[src/rtl/mbi_pkg.sv]
`timescale 1ns/1ps
package mbi_pkg;
  typedef enum logic [1:0] {
    ST_IDLE = 2'd0,
    ST_ADDR = 2'd1,
    ST_DATA = 2'd2,
    ST_TURN = 2'd3
  } mbi_state_e;
endpackage

[src/rtl/mbi_sel_timer.sv]
`timescale 1ns/1ps
module mbi_sel_timer #(
  parameter int TMO = 6
) (
  input  logic clk,
  input  logic rst_n,
  input  logic arm_i,
  input  logic active_i,
  input  logic devsel_i,
  output logic timeout_o
);
  localparam int CNT_W = $clog2(TMO + 1);
  localparam logic [CNT_W-1:0] LAST = CNT_W'(TMO - 1);

  logic [CNT_W-1:0] cnt_q;
  logic             seen_q;

  always_ff @(posedge clk or negedge rst_n) begin
    if (!rst_n) begin
      cnt_q  <= '0;
      seen_q <= 1'b0;
    end else if (arm_i) begin
      cnt_q  <= '0;
      seen_q <= 1'b0;
    end else if (active_i) begin
      if (devsel_i) begin
        seen_q <= 1'b1;
      end else if (!seen_q && cnt_q != LAST) begin
        cnt_q <= cnt_q + CNT_W'(1);
      end
    end
  end

  assign timeout_o = active_i & ~seen_q & ~devsel_i & (cnt_q == LAST);

  AST_SEL_CNT_BOUND: assert property (@(posedge clk) disable iff (!rst_n)
    cnt_q <= LAST);
  AST_SEL_TMO_ENDS: assert property (@(posedge clk) disable iff (!rst_n)
    timeout_o |=> !active_i);
endmodule

[src/rtl/mbi_beat_ctr.sv]
`timescale 1ns/1ps
module mbi_beat_ctr #(
  parameter int LEN_W = 4
) (
  input  logic             clk,
  input  logic             rst_n,
  input  logic             load_i,
  input  logic [LEN_W-1:0] len_i,
  input  logic             step_i,
  output logic             last_o
);
  logic [LEN_W-1:0] rem_q;

  always_ff @(posedge clk or negedge rst_n) begin
    if (!rst_n) begin
      rem_q <= '0;
    end else if (load_i) begin
      rem_q <= len_i;
    end else if (step_i) begin
      rem_q <= rem_q - LEN_W'(1);
    end
  end

  assign last_o = (rem_q == '0);

  AST_BEAT_REM_STABLE: assert property (@(posedge clk) disable iff (!rst_n)
    (!load_i && !step_i) |=> $stable(rem_q));
endmodule

[src/rtl/mbi_rd_buf.sv]
`timescale 1ns/1ps
module mbi_rd_buf #(
  parameter int DW    = 32,
  parameter int DEPTH = 2
) (
  input  logic          clk,
  input  logic          rst_n,
  input  logic          push_i,
  input  logic [DW-1:0] push_data_i,
  output logic          space_o,
  output logic          rd_valid_o,
  input  logic          rd_ready_i,
  output logic [DW-1:0] rd_data_o
);
  localparam int PW = (DEPTH > 1) ? $clog2(DEPTH) : 1;
  localparam int CW = $clog2(DEPTH + 1);

  logic [DW-1:0] mem_q [DEPTH];
  logic [PW-1:0] wptr_q, rptr_q;
  logic [CW-1:0] cnt_q;
  logic          pop;

  function automatic logic [PW-1:0] step_ptr(input logic [PW-1:0] p);
    return (p == PW'(DEPTH - 1)) ? '0 : p + PW'(1);
  endfunction

  assign pop        = rd_valid_o & rd_ready_i;
  assign rd_valid_o = (cnt_q != '0);
  assign space_o    = (cnt_q != CW'(DEPTH));
  assign rd_data_o  = mem_q[rptr_q];

  always_ff @(posedge clk) begin
    if (push_i) mem_q[wptr_q] <= push_data_i;
  end

  always_ff @(posedge clk or negedge rst_n) begin
    if (!rst_n) begin
      wptr_q <= '0;
      rptr_q <= '0;
      cnt_q  <= '0;
    end else begin
      if (push_i) wptr_q <= step_ptr(wptr_q);
      if (pop)    rptr_q <= step_ptr(rptr_q);
      case ({push_i, pop})
        2'b10:   cnt_q <= cnt_q + CW'(1);
        2'b01:   cnt_q <= cnt_q - CW'(1);
        default: cnt_q <= cnt_q;
      endcase
    end
  end

  AST_RDBUF_NO_OVERFLOW: assert property (@(posedge clk) disable iff (!rst_n)
    push_i |-> space_o);
  AST_RDBUF_HOLD: assert property (@(posedge clk) disable iff (!rst_n)
    (rd_valid_o && !rd_ready_i) |=> (rd_valid_o && $stable(rd_data_o)));
endmodule

[src/rtl/mbi_ctrl.sv]
`timescale 1ns/1ps
module mbi_ctrl
  import mbi_pkg::*;
#(
  parameter int DW = 32,
  parameter int BW = 4
) (
  input  logic          clk,
  input  logic          rst_n,
  input  logic          req_valid_i,
  input  logic [DW-1:0] req_addr_i,
  input  logic [BW-1:0] req_cmd_i,
  input  logic          req_write_i,
  output logic          req_ready_o,
  output logic          accept_o,
  input  logic          beat_valid_i,
  input  logic [DW-1:0] beat_data_i,
  input  logic [BW-1:0] beat_mask_i,
  input  logic          rd_space_i,
  input  logic          last_i,
  input  logic          timeout_i,
  output logic          arm_o,
  output logic          in_data_o,
  output logic          xfer_o,
  output logic          rd_push_o,
  output logic          done_o,
  output logic          aborted_o,
  output logic          bus_req_o,
  input  logic          bus_gnt_i,
  output logic          frame_o,
  output logic [DW-1:0] ad_o,
  output logic          ad_oe_o,
  output logic [BW-1:0] cbe_o,
  output logic          cbe_oe_o,
  output logic          irdy_o,
  input  logic          trdy_i,
  input  logic          devsel_i
);
  mbi_state_e    st_q;
  logic [DW-1:0] addr_q;
  logic [BW-1:0] cmd_q;
  logic          wr_q;
  logic          abort_q;

  assign req_ready_o = (st_q == ST_IDLE) & bus_gnt_i;
  assign accept_o    = req_ready_o & req_valid_i;
  assign bus_req_o   = (st_q != ST_IDLE) | req_valid_i;
  assign arm_o       = (st_q == ST_ADDR);
  assign in_data_o   = (st_q == ST_DATA);

  assign irdy_o    = in_data_o & beat_valid_i & (wr_q | rd_space_i);
  assign xfer_o    = irdy_o & trdy_i & devsel_i;
  assign rd_push_o = xfer_o & ~wr_q;
  assign frame_o   = arm_o | (in_data_o & ~(last_i & irdy_o));

  always_comb begin
    ad_o     = '0;
    cbe_o    = '0;
    ad_oe_o  = 1'b0;
    cbe_oe_o = 1'b0;
    if (arm_o) begin
      ad_o     = addr_q;
      cbe_o    = cmd_q;
      ad_oe_o  = 1'b1;
      cbe_oe_o = 1'b1;
    end else if (in_data_o) begin
      cbe_o    = beat_mask_i;
      cbe_oe_o = 1'b1;
      ad_oe_o  = wr_q;
      if (wr_q) ad_o = beat_data_i;
    end
  end

  assign done_o    = (st_q == ST_TURN);
  assign aborted_o = done_o & abort_q;

  always_ff @(posedge clk or negedge rst_n) begin
    if (!rst_n) begin
      st_q    <= ST_IDLE;
      addr_q  <= '0;
      cmd_q   <= '0;
      wr_q    <= 1'b0;
      abort_q <= 1'b0;
    end else begin
      case (st_q)
        ST_IDLE: if (accept_o) begin
          st_q   <= ST_ADDR;
          addr_q <= req_addr_i;
          cmd_q  <= req_cmd_i;
          wr_q   <= req_write_i;
        end
        ST_ADDR: st_q <= ST_DATA;
        ST_DATA: if (timeout_i || (xfer_o && last_i)) begin
          st_q    <= ST_TURN;
          abort_q <= timeout_i;
        end
        default: st_q <= ST_IDLE;
      endcase
    end
  end

  AST_ADDR_AFTER_GNT: assert property (@(posedge clk) disable iff (!rst_n)
    (st_q == ST_ADDR) |-> $past(bus_gnt_i));
  AST_FRAME_MARKS_LAST: assert property (@(posedge clk) disable iff (!rst_n)
    (xfer_o && !frame_o) |=> (st_q == ST_TURN));
  AST_IRDY_HELD: assert property (@(posedge clk) disable iff (!rst_n)
    (irdy_o && !xfer_o) |=> (irdy_o || st_q == ST_TURN));
  AST_SINGLE_TURN: assert property (@(posedge clk) disable iff (!rst_n)
    (st_q == ST_TURN) |=> (st_q == ST_IDLE));
endmodule

[src/rtl/mbus_initiator.sv]
`timescale 1ns/1ps
module mbus_initiator #(
  parameter int DW       = 32,
  parameter int LEN_W    = 4,
  parameter int SEL_TMO  = 6,
  parameter int RD_DEPTH = 2
) (
  input  logic              clk,
  input  logic              rst_n,
  input  logic              req_valid,
  output logic              req_ready,
  input  logic [DW-1:0]     req_addr,
  input  logic [DW/8-1:0]   req_cmd,
  input  logic              req_write,
  input  logic [LEN_W-1:0]  req_len,
  input  logic              beat_valid,
  output logic              beat_ready,
  input  logic [DW-1:0]     beat_data,
  input  logic [DW/8-1:0]   beat_mask,
  output logic              rd_valid,
  input  logic              rd_ready,
  output logic [DW-1:0]     rd_data,
  output logic              done_o,
  output logic              aborted_o,
  output logic              bus_req_o,
  input  logic              bus_gnt_i,
  output logic              frame_o,
  output logic [DW-1:0]     ad_o,
  output logic              ad_oe_o,
  input  logic [DW-1:0]     ad_i,
  output logic [DW/8-1:0]   cbe_o,
  output logic              cbe_oe_o,
  output logic              irdy_o,
  input  logic              trdy_i,
  input  logic              devsel_i
);
  localparam int BW = DW / 8;

  logic accept, arm, in_data, xfer, rd_push, rd_space, last, timeout;

  mbi_ctrl #(.DW(DW), .BW(BW)) u_ctrl (
    .clk(clk), .rst_n(rst_n),
    .req_valid_i(req_valid), .req_addr_i(req_addr), .req_cmd_i(req_cmd),
    .req_write_i(req_write), .req_ready_o(req_ready), .accept_o(accept),
    .beat_valid_i(beat_valid), .beat_data_i(beat_data), .beat_mask_i(beat_mask),
    .rd_space_i(rd_space), .last_i(last), .timeout_i(timeout),
    .arm_o(arm), .in_data_o(in_data), .xfer_o(xfer), .rd_push_o(rd_push),
    .done_o(done_o), .aborted_o(aborted_o),
    .bus_req_o(bus_req_o), .bus_gnt_i(bus_gnt_i),
    .frame_o(frame_o), .ad_o(ad_o), .ad_oe_o(ad_oe_o),
    .cbe_o(cbe_o), .cbe_oe_o(cbe_oe_o), .irdy_o(irdy_o),
    .trdy_i(trdy_i), .devsel_i(devsel_i)
  );

  mbi_sel_timer #(.TMO(SEL_TMO)) u_timer (
    .clk(clk), .rst_n(rst_n), .arm_i(arm), .active_i(in_data),
    .devsel_i(devsel_i), .timeout_o(timeout)
  );

  mbi_beat_ctr #(.LEN_W(LEN_W)) u_beats (
    .clk(clk), .rst_n(rst_n), .load_i(accept), .len_i(req_len),
    .step_i(xfer), .last_o(last)
  );

  mbi_rd_buf #(.DW(DW), .DEPTH(RD_DEPTH)) u_rdbuf (
    .clk(clk), .rst_n(rst_n), .push_i(rd_push), .push_data_i(ad_i),
    .space_o(rd_space), .rd_valid_o(rd_valid), .rd_ready_i(rd_ready),
    .rd_data_o(rd_data)
  );

  assign beat_ready = xfer;
endmodule

[config.mk]
export PLATFORM = sky130hd
export DESIGN_NAME = mbus_initiator
export DESIGN_NICKNAME = d
export VERILOG_FILES = /design/src/rtl/mbi_pkg.sv /design/src/rtl/mbi_sel_timer.sv /design/src/rtl/mbi_beat_ctr.sv /design/src/rtl/mbi_rd_buf.sv /design/src/rtl/mbi_ctrl.sv /design/src/rtl/mbus_initiator.sv
export SDC_FILE = /design/constraint.sdc
export NUM_CORES = 1
export LEC_CHECK = 0
export ABC_AREA = 1
export BUFFER_PORTS_ARGS = -buffer_cell sky130_fd_sc_hd__buf_2
export CORE_ASPECT_RATIO = 1.5
export CORE_UTILIZATION = 45
export DETAILED_ROUTE_END_ITERATION = 6
export PLACE_DENSITY = 0.77
export SKIP_LAST_GASP = 1
export SYNTH_ARGS = -nofsm -noshare
export SYNTH_HDL_FRONTEND = slang
export SYNTH_SLANG_ARGS = --single-unit
[constraint.sdc]
create_clock -name clk -period 2.9 [get_ports clk]
set_input_delay 0.58 -clock clk [delete_from_list [all_inputs] [get_ports clk]]
set_output_delay 0.58 -clock clk [all_outputs]
set_load 0.03 [all_outputs]
==> flow_metrics.py, run 1 <==
metrics = {
    "grt": {
        "grt_overflow_total": 0,
        "grt_pass1_vias": 4341,
        "grt_pass1_wl_mm": 20.11,
        "antenna_found_initial": 0,
        "track_usage_pct": 21.51,
        "grt_max_degree": 53,
    },
    "critical_path": {
        "worstPathCellList": "inv_1 -> ha_2 -> inv_1 -> o21ai_0 -> buf_2",
        "crit_path_end": "ad_oe_o",
        "r2r_start": "u_ctrl.wr_q",
        "critical-path-max-stage-delay_ns": 0.43,
        "crit_path_start_kind": "flop",
        "r2r_end": "u_rdbuf.cnt_q[1]",
        "cp-startpoint": "u_ctrl.st_q[1]",
        "worstPathRequired_ns": 2.32,
        "crit_slowest_cell": "ha_2",
        "crit_path_end_kind": "primary output",
        "path_class": "flop to primary output",
        "worstPathMaxFanout": 19,
        "cp_top_family": "buffers and inverters",
        "crit_cells": 5,
        "r2r_slack_ns": 0.57,
        "crit_buf_inv": 3,
        "r2r_cells": 11,
        "crit_top_cell": "inv_1",
        "crit_arrival_ns": 2.05,
    },
    "detailed_routing": {
        "drt-met1-wl_mm": 4.870,
        "wl_met3_um": 902,
        "totalWireLength_mm": 12.44,
        "viasPerCell": 4.874,
        "drc": 0,
        "dr_total_vias": 4552,
        "first_pass_iters": 4,
        "wl_met2_mm": 6.388,
        "drt-initial-drc-count": 145,
        "top_layer": "met4",
        "wl_per_cell_um": 13.31,
        "ant_nets": 0,
    },
    "hold_path": {
        "holdPathStages": 1,
        "hold_path.class": "input pin to flop",
    },
    "placed_design": {
        "place_area_um2": 6365,
        "dpl_worst_slack_ns": 0.6164,
        "dp_hpwl_mm": 9.010,
        "dp_cells": 902,
        "port-buffer-count": 194,
        "gp_congestion": 0.8131,
    },
    "clock_tree": {
        "clock_sink_count": 116,
        "clk_pin_slew_worst_paths_ns": 0.05,
        "post-cts-setup-buffers": 0,
        "clk_latency_ns": 0.41,
        "cts_buffer_depth": 2,
        "hold_buffers": 0,
        "cts-htree-levels": 4,
        "ctsResizeCount": 0,
        "cts_root_buf": "clkbuf_16",
        "tritoncts": "built",
        "cts_made_buffers": 17,
    },
    "timing": {
        "finalSetupTns_ns": 0,
        "final_max_slew_viol_count": 0,
        "hold_viol": 0,
        "worst_pin_slew_ns": 1.146,
        "rsz0062_at_grt": "no",
        "setup_viol": 0,
        "max_slew_margin_pct": 23.62,
        "period_minus_slack_ns": 2.634,
        "layout_setup_ws_ns": 0.2658,
        "fmax_mhz": 379.6,
        "min_period_over_period_pct": 90.84,
        "finClkSkew_ns": 0.008762,
    },
    "power_and_ir_drop": {
        "leakage_uw": 0.003535,
        "powerDensity_nw_per_um2": 1104,
        "peakVddDrop_uv": 602.1,
    },
    "synth": {
        "synthesis.area_um2": 5258,
        "synth_warnings": 0,
        "ys_seq_area_share_pct": 61.30,
        "netlist_instances": 579,
        "avgSynthCellArea_um2": 9.080,
        "synth_nets": 706,
        "ys_types": 24,
        "synth_seq_cells": 116,
    },
    "floorplanning": {
        "die-area_um2": 12130,
        "initial_core_util_pct": 45.83,
        "die_w_um": 90.26,
        "core_um2": 11470,
        "core.rowCount": 48,
        "io_pins": 195,
        "die_h_um": 134.4,
    },
    "finish": {
        "nFillCells": 989,
        "drive_gt1_share_pct": 31.25,
        "postLayoutCoreUtil_pct": 60.97,
        "syn2layout_area_growth_pct": 33.03,
        "seqCellArea_um2": 3223,
        "diodes": 0,
        "layout.nets": 898,
        "finish.instance_area_um2": 6994,
        "layoutNonFillerInstCount": 934,
        "multi_input_area_um2": 1789,
    },
    "status": {
        "status": "finished clean",
    },
    "job": {
        "max-cap-violations": 0,
    },
}
==> state kept, by name, summed over array words and instances, names as in the netlist <==
signal,flops
u_ctrl.wr_q,1
u_rdbuf.mem_q,64
u_ctrl.addr_q,32
u_timer.cnt_q,3
u_ctrl.st_q,2
u_rdbuf.wptr_q,1
u_timer.seen_q,1
u_rdbuf.rptr_q,1
u_rdbuf.cnt_q,2
u_ctrl.cmd_q,4
u_ctrl.abort_q,1
u_beats.rem_q,4
==> stage by stage <==
step | total power [µW] | hold WS, ns
floorplan | 4610 | 0.2844
global placement | 5446 | 0.4550
detailed placement | 5567 | 0.4614
CTS | 7776 | 0.3404
global route | 8201 | 0.3383
finish | 7719 | 0.3609
==> worst min-delay path by stage <==
stage                           start                   to  slack, ns
detailed placement  u_ctrl.addr_q[21]    u_ctrl.addr_q[21]       0.46
global placement      u_ctrl.cmd_q[2]      u_ctrl.cmd_q[2]       0.45
floorplan                       rst_n     u_beats.rem_q[0]       0.28
finish                        ad_i[7]  u_rdbuf.mem_q[0][7]       0.36
CTS                           ad_i[7]  u_rdbuf.mem_q[0][7]       0.34
global route                  ad_i[7]  u_rdbuf.mem_q[0][7]       0.34
==> routing by layer <==
layer | global-route usage [%] | vias up
met2 | 38.25 | 206
li1 | - | 2251
met3 | 5.839 | 20
met4 | 10.13 | 0
met5 | 0 | -
met1 | 23.77 | 2075
==> cells in the final DEF (no fill, tap or decap), types with 4 or more instances in the layout <==
master     instances
clkinv_4           5
inv_2              4
clkbuf_16         17
nor2_1             7
inv_1             20
bufinv_16          4
dfrtp_1           52
buf_2            194
buf_4              8
o21ai_0           43
nand3_1           47
ha_1               9
nand2_1          284
edfxtp_1          64
a21oi_1            4
==> area by class of cell <==
type,instances,area share [%]
clock inverters,14,2.862
multi-input cells,407,25.58
inverters,25,1.342
flip-flops and latches,116,46.08
repair buffers,204,15.31
clock buffers,18,6.136
well taps,150,2.683
==> cell families (layout without fill, tap and decap cells) <==
family / Yosys count / after routing / share of synthesized area (%)
AOI/OAI and AO/OA: 49 / 49 / 4.688
xor gates and xnor gates: 4 / 4 / 0.6665
adders and majority gates: 10 / 10 / 2.380
buffers and inverters: 56 / 261 / 4.855
DFF: 116 / 116 / 61.30
and+or+nand+nor: 344 / 344 / 26.11
==> worst register-to-register path, stage by stage, from the launching register on <==
cell     delay (ns)
dfrtp_1        0.74
inv_2          0.15
nand3_1        0.14
nand2_1        0.07
inv_2          0.08
nand2_4        0.06
inv_2          0.08
nand2_1        0.11
ha_1           0.35
a21oi_1        0.13
o21ai_0        0.13
xor2_1         0.16
==> synth_stat cells <==
library cell / instances / share of area, %
nand2_1: 284 / 20
edfxtp_1: 64 / 37
dfrtp_1: 52 / 25
nand3_1: 47 / 4.5
o21ai_0: 43 / 4.1
inv_1: 20 / 1.4
clkbuf_1: 17 / 1.2
ha_1: 10 / 2.4
buf_2: 9 / 0.86
nor2_1: 8 / 0.57
a21oi_1: 4 / 0.38
buf_6: 4 / 0.86
inv_2: 4 / 0.29
xor2_1: 3 / 0.50
a31oi_1: 1 / 0.12
buf_4: 1 / 0.14
clkinv_1: 1 / 0.071
nand2_2: 1 / 0.12
nand2_4: 1 / 0.21
nand4_1: 1 / 0.12
nor2_4: 1 / 0.21
o21ai_1: 1 / 0.095
or2_2: 1 / 0.12
xnor2_1: 1 / 0.17
==> where the power goes <==
group          internal [µW]  total (µW)  switching (µW)
Clock                   1450        2180             731
Sequential              2110        2370             263
Combinational            922        3170            2250
Power figures use the tool's default switching activity.
==> run 2: changes to the inputs <==
--- a/config.mk
+++ b/config.mk
@@ -8,9 +8,9 @@
 export ABC_AREA = 1
 export BUFFER_PORTS_ARGS = -buffer_cell sky130_fd_sc_hd__buf_2
 export CORE_ASPECT_RATIO = 1.5
-export CORE_UTILIZATION = 45
+export CORE_UTILIZATION = 49
 export DETAILED_ROUTE_END_ITERATION = 6
-export PLACE_DENSITY = 0.77
+export PLACE_DENSITY = 0.79
 export SKIP_LAST_GASP = 1
 export SYNTH_ARGS = -nofsm -noshare
 export SYNTH_HDL_FRONTEND = slang
==> constraint.sdc (replaced) <==
create_clock -name clk -period 2.86 [get_ports clk]
set_input_delay 0.572 -clock clk [delete_from_list [all_inputs] [get_ports clk]]
set_output_delay 0.572 -clock clk [all_outputs]
set_load 0.03 [all_outputs]
==> flow_metrics.py, run 2 (same netlist as run 1, synthesis figures left out) <==
metrics = {
    "detailed_routing": {
        "drc": 1,
        "wl_per_cell_um": 12.72,
        "drt-initial-drc-count": 154,
        "dr_total_vias": 4487,
        "ant_nets": 0,
        "totalWireLength_mm": 11.80,
        "first_pass_iters": 6,
        "viasPerCell": 4.835,
    },
    "job": {
        "max-cap-violations": 0,
    },
    "critical_path": {
        "path_class": "flop to primary output",
        "worstPathMaxFanout": 33,
        "r2r_start": "u_ctrl.st_q[0]",
        "crit_arrival_ns": 2.03,
        "r2r_end": "u_beats.rem_q[1]",
        "worstPathRequired_ns": 2.29,
        "crit_path_end_kind": "primary output",
        "r2r_cells": 7,
        "cp-startpoint": "u_rdbuf.rptr_q",
        "r2r_slack_ns": 0.76,
        "crit_path_start_kind": "flop",
    },
    "placed_design": {
        "dp_hpwl_mm": 8.600,
        "port-buffer-count": 194,
        "gp_congestion": 0.7591,
    },
    "grt": {
        "antenna_found_initial": 0,
        "grt_pass1_wl_mm": 18.96,
        "grt_overflow_total": 0,
        "grt_max_degree": 45,
        "track_usage_pct": 22.08,
        "grt_pass1_vias": 4374,
    },
    "hold_path": {
        "hold_path.class": "input pin to asynchronous set/reset pin",
    },
    "timing": {
        "min_period_over_period_pct": 91.15,
        "period_minus_slack_ns": 2.607,
        "rsz0062_at_grt": "no",
        "fmax_mhz": 383.6,
        "final_max_slew_viol_count": 0,
        "worst_pin_slew_ns": 0.9316,
        "max_slew_margin_pct": 37.51,
        "finalSetupTns_ns": 0,
        "hold_slack_ns": 0.1471,
        "hold_viol": 0,
        "setup_viol": 0,
        "finClkSkew_ns": 0.006756,
    },
    "clock_tree": {
        "ctsResizeCount": 0,
        "clk_latency_ns": 0.40,
        "clk_pin_slew_worst_paths_ns": 0.06,
        "cts_made_buffers": 17,
        "clock_sink_count": 116,
        "cts-htree-levels": 4,
        "post-cts-setup-buffers": 0,
        "tritoncts": "built",
        "hold_buffers": 0,
        "cts_buffer_depth": 2,
        "cts_root_buf": "clkbuf_16",
    },
    "floorplanning": {
        "die-area_um2": 11160,
        "initial_core_util_pct": 49.92,
        "core_um2": 10530,
        "core.rowCount": 46,
        "die_h_um": 128.9,
        "io_pins": 195,
        "die_w_um": 86.58,
    },
    "status": {
        "violations": "DRC",
        "status": "finished, violations left",
    },
    "finish": {
        "syn2layout_area_growth_pct": 31.89,
        "layout.nets": 898,
        "diodes": 0,
        "postLayoutCoreUtil_pct": 65.84,
        "nFillCells": 833,
        "top_regs": "u_rdbuf.mem_q: 64 flops, u_ctrl.addr_q: 32 flops",
        "largest_reg_flops": 64,
        "drive_gt1_share_pct": 31.38,
        "mostFrequentLayoutCell": "nand2_1",
        "final_cell_mix": "nand2_1 (284), buf_2 (194), edfxtp_1 (64)",
        "regMostFlops": "u_rdbuf.mem_q",
    },
    "power_and_ir_drop": {
        "powerDensity_nw_per_um2": 1101,
        "leakage_uw": 0.003500,
        "total_power_uw": 7631,
        "peakVddDrop_uv": 683.5,
    },
}
[run 2: how the worst max path moves through the flow]
stage	to	depth (start not counted)	slack (ns)
after floorplan	u_rdbuf.mem_q[1][0]	10	0.24
after global placement	ad_o[3]	6	0.77
after detailed placement	rd_data[14]	4	0.63
after CTS	rd_data[14]	4	0.20
after global routing	ad_o[25]	6	0.06
final	rd_data[14]	4	0.25
[run 2: critical path: stages (launching register included)]
cell and delay (ns):
dfrtp_1 0.34, clkinv_1 0.72, nand2_1 0.29, nand2_1 0.09
buf_2 0.19
[run 2: per-layer routing]
layer | vias to the layer above | GRT usage [%] | share of wire [%]
met1 | 2018 | 25.25 | 40
li1 | 2250 | - | -
met4 | 0 | 9.020 | 1.4
met2 | 207 | 39.40 | 51
met5 | - | 0 | 0
met3 | 12 | 5.196 | 7.4
[run 2: final cells by class]
type | count | area, µm² | share of cell area [%]
repair buffers | 204 | 1046 | 15.08
clock inverters | 15 | 181.4 | 2.616
flip-flops and latches | 116 | 3223 | 46.48
inverters | 25 | 93.84 | 1.353
well taps | 144 | 180.2 | 2.598
multi-input cells | 407 | 1784 | 25.73
clock buffers | 17 | 425.4 | 6.135
[run 2: report_power, final]
group	leakage, µW	total [µW]	internal (µW)	switching, µW
combinational	0.00200	3140	882	2260
clock	0.000282	2130	1370	752
sequential	0.00122	2370	2140	228
[run 2: through the flow]
step	std cells	area (µm²)	setup WS [ns]
detailed placement	896	6327	0.6343
CTS	928	6934	0.2041
finish	928	6934	0.2530
global route	928	6934	0.06240
global placement	896	6327	0.7673
floorplan	579	5260	0.2370
==> run 3: changes to the inputs <==
--- a/config.mk
+++ b/config.mk
@@ -11,6 +11,7 @@
 export CORE_UTILIZATION = 49
 export DETAILED_ROUTE_END_ITERATION = 6
 export PLACE_DENSITY = 0.79
+export RECOVER_POWER = 50
 export SKIP_LAST_GASP = 1
 export SYNTH_ARGS = -nofsm -noshare
 export SYNTH_HDL_FRONTEND = slang
==> flow_metrics.py, run 3 (same netlist as run 1, synthesis figures left out) <==
metrics = {
    "timing": {
        "hold_viol": 0,
        "final_max_slew_viol_count": 0,
        "finalSetupTns_ns": 0,
        "period_minus_slack_ns": 2.618,
        "worst_pin_slew_ns": 1.271,
        "rsz0062_at_grt": "no",
        "finClkSkew_ns": 0.005038,
        "min_period_over_period_pct": 91.54,
        "setup_viol": 0,
        "fmax_mhz": 382.0,
        "max_slew_margin_pct": 15.30,
    },
    "finish": {
        "mostFrequentLayoutCell": "nand2_1",
        "layoutNonFillerInstCount": 928,
        "syn2layout_area_growth_pct": 31.01,
        "final_cell_mix": "nand2_1 (285), buf_2 (175), edfxtp_1 (64)",
        "diodes": 0,
        "layout.nets": 898,
        "largest_reg_flops": 64,
        "top_regs": "u_rdbuf.mem_q: 64 flops, u_ctrl.addr_q: 32 flops",
        "regMostFlops": "u_rdbuf.mem_q",
        "drive_gt1_share_pct": 28.32,
    },
    "floorplanning": {
        "io_pins": 195,
        "die_w_um": 86.58,
        "initial_core_util_pct": 49.92,
        "core_um2": 10530,
        "core.rowCount": 46,
        "die_h_um": 128.9,
        "die-area_um2": 11160,
    },
    "placed_design": {
        "dp_cells": 896,
        "dp_hpwl_mm": 8.600,
        "gp_congestion": 0.7591,
        "port-buffer-count": 194,
    },
    "grt": {
        "track_usage_pct": 22.08,
        "grt_pass1_vias": 4374,
        "antenna_found_initial": 0,
        "grt_pass1_wl_mm": 18.96,
        "grt_overflow_total": 0,
        "grt_max_degree": 45,
    },
    "detailed_routing": {
        "top_layer": "met4",
        "drt-met1-wl_mm": 4.756,
        "wl_met2_mm": 5.982,
        "dr_total_vias": 4501,
        "ant_nets": 0,
        "first_pass_iters": 6,
        "wl_per_cell_um": 12.74,
        "drc": 1,
        "viasPerCell": 4.850,
        "totalWireLength_mm": 11.82,
        "drt-initial-drc-count": 129,
        "wl_met3_um": 866,
    },
    "critical_path": {
        "r2r_end": "u_beats.rem_q[1]",
        "crit_slowest_cell": "clkinv_1",
        "worstPathCellList": "clkinv_1 -> nand2_1 -> nand2_1 -> buf_2",
        "worstPathRequired_ns": 2.29,
        "r2r_cells": 9,
        "crit_arrival_ns": 2.05,
        "r2r_slack_ns": 0.65,
        "crit_path_start_kind": "flop",
        "r2r_start": "u_ctrl.st_q[0]",
        "path_class": "flop to primary output",
        "worstPathMaxFanout": 33,
        "crit_top_cell": "nand2_1",
        "crit_path_end_kind": "primary output",
        "critical-path-max-stage-delay_ns": 0.72,
    },
    "clock_tree": {
        "clk_latency_ns": 0.40,
        "cts-htree-levels": 4,
        "ctsResizeCount": 0,
        "cts_root_buf": "clkbuf_16",
        "post-cts-setup-buffers": 0,
        "hold_buffers": 0,
        "clk_pin_slew_worst_paths_ns": 0.05,
        "clock_sink_count": 116,
        "cts_buffer_depth": 2,
        "cts_made_buffers": 17,
        "tritoncts": "built",
    },
    "hold_path": {
        "hold_path_end": "u_rdbuf.mem_q[0][15]",
        "holdPathStages": 1,
        "hold_path.class": "input pin to flop",
        "hp-start": "ad_i[15]",
    },
    "status": {
        "status": "finished, violations left",
        "violations": "DRC",
    },
    "power_and_ir_drop": {
        "powerDensity_nw_per_um2": 1107,
        "leakage_uw": 0.003442,
        "peakVddDrop_uv": 686.6,
    },
    "job": {
        "max-cap-violations": 0,
    },
}
## run 3: cell types whose count changed in the layout (fill, tap and decap cells not counted), sizes merged
cell / change
clkbuf: +22
buf: -22
## run 3: worst max-delay path by stage
stage / start / end / slack, ns / cells after the start
finish: u_rdbuf.rptr_q / rd_data[14] / 0.24 / 4
CTS: u_rdbuf.rptr_q / rd_data[14] / 0.20 / 4
detailed placement: u_rdbuf.rptr_q / rd_data[14] / 0.63 / 4
floorplan: u_ctrl.st_q[0] / u_rdbuf.mem_q[1][0] / 0.24 / 10
global placement: u_ctrl.st_q[0] / ad_o[3] / 0.77 / 6
global route: u_ctrl.st_q[0] / ad_o[25] / 0.06 / 6
## run 3: per-layer routing
| metal | global-route usage (%) | up-vias |
|---|---|---|
| li1 | - | 2250 |
| met4 | 9.020 | 0 |
| met2 | 39.40 | 207 |
| met1 | 25.25 | 2026 |
| met5 | 0 | - |
| met3 | 5.196 | 18 |
## run 3: worst max-delay path: cells and delay by family, from the launching register on
kind                   cells  cell delay (ns)
buffers and inverters      2             0.91
AND/OR/NAND/NOR            2             0.38
flip-flops                 1             0.34
## run 3: power by group
part	internal, µW	switching [µW]
logic	872	2260
clock network	1370	754
registers	2140	229
total	4380	3240
## run 3: stage by stage
step                hold slack, ns  area [µm²]  utilization (%)  worst slack, ns  power (µW)
finish                      0.3624        6888            65.40           0.2421        7623
global route                0.3432        6888            65.40          0.06492        8125
CTS                         0.1507        6934            65.84           0.2041        7692
detailed placement          0.4593        6327            60.07           0.6343        5546
global placement            0.4548        6327            60.07           0.7673        5437
floorplan                   0.2764        5260                -           0.2370        4675
## run 3: layout make-up
cell class / instances / area [µm²]
clock buffers: 17 / 425.4
repair buffers: 204 / 1012
fillers: 854 / 3645
clock inverters: 15 / 181.4
well taps: 144 / 180.2
inverters: 25 / 93.84
flip-flops and latches: 116 / 3223
multi-input cells: 407 / 1772
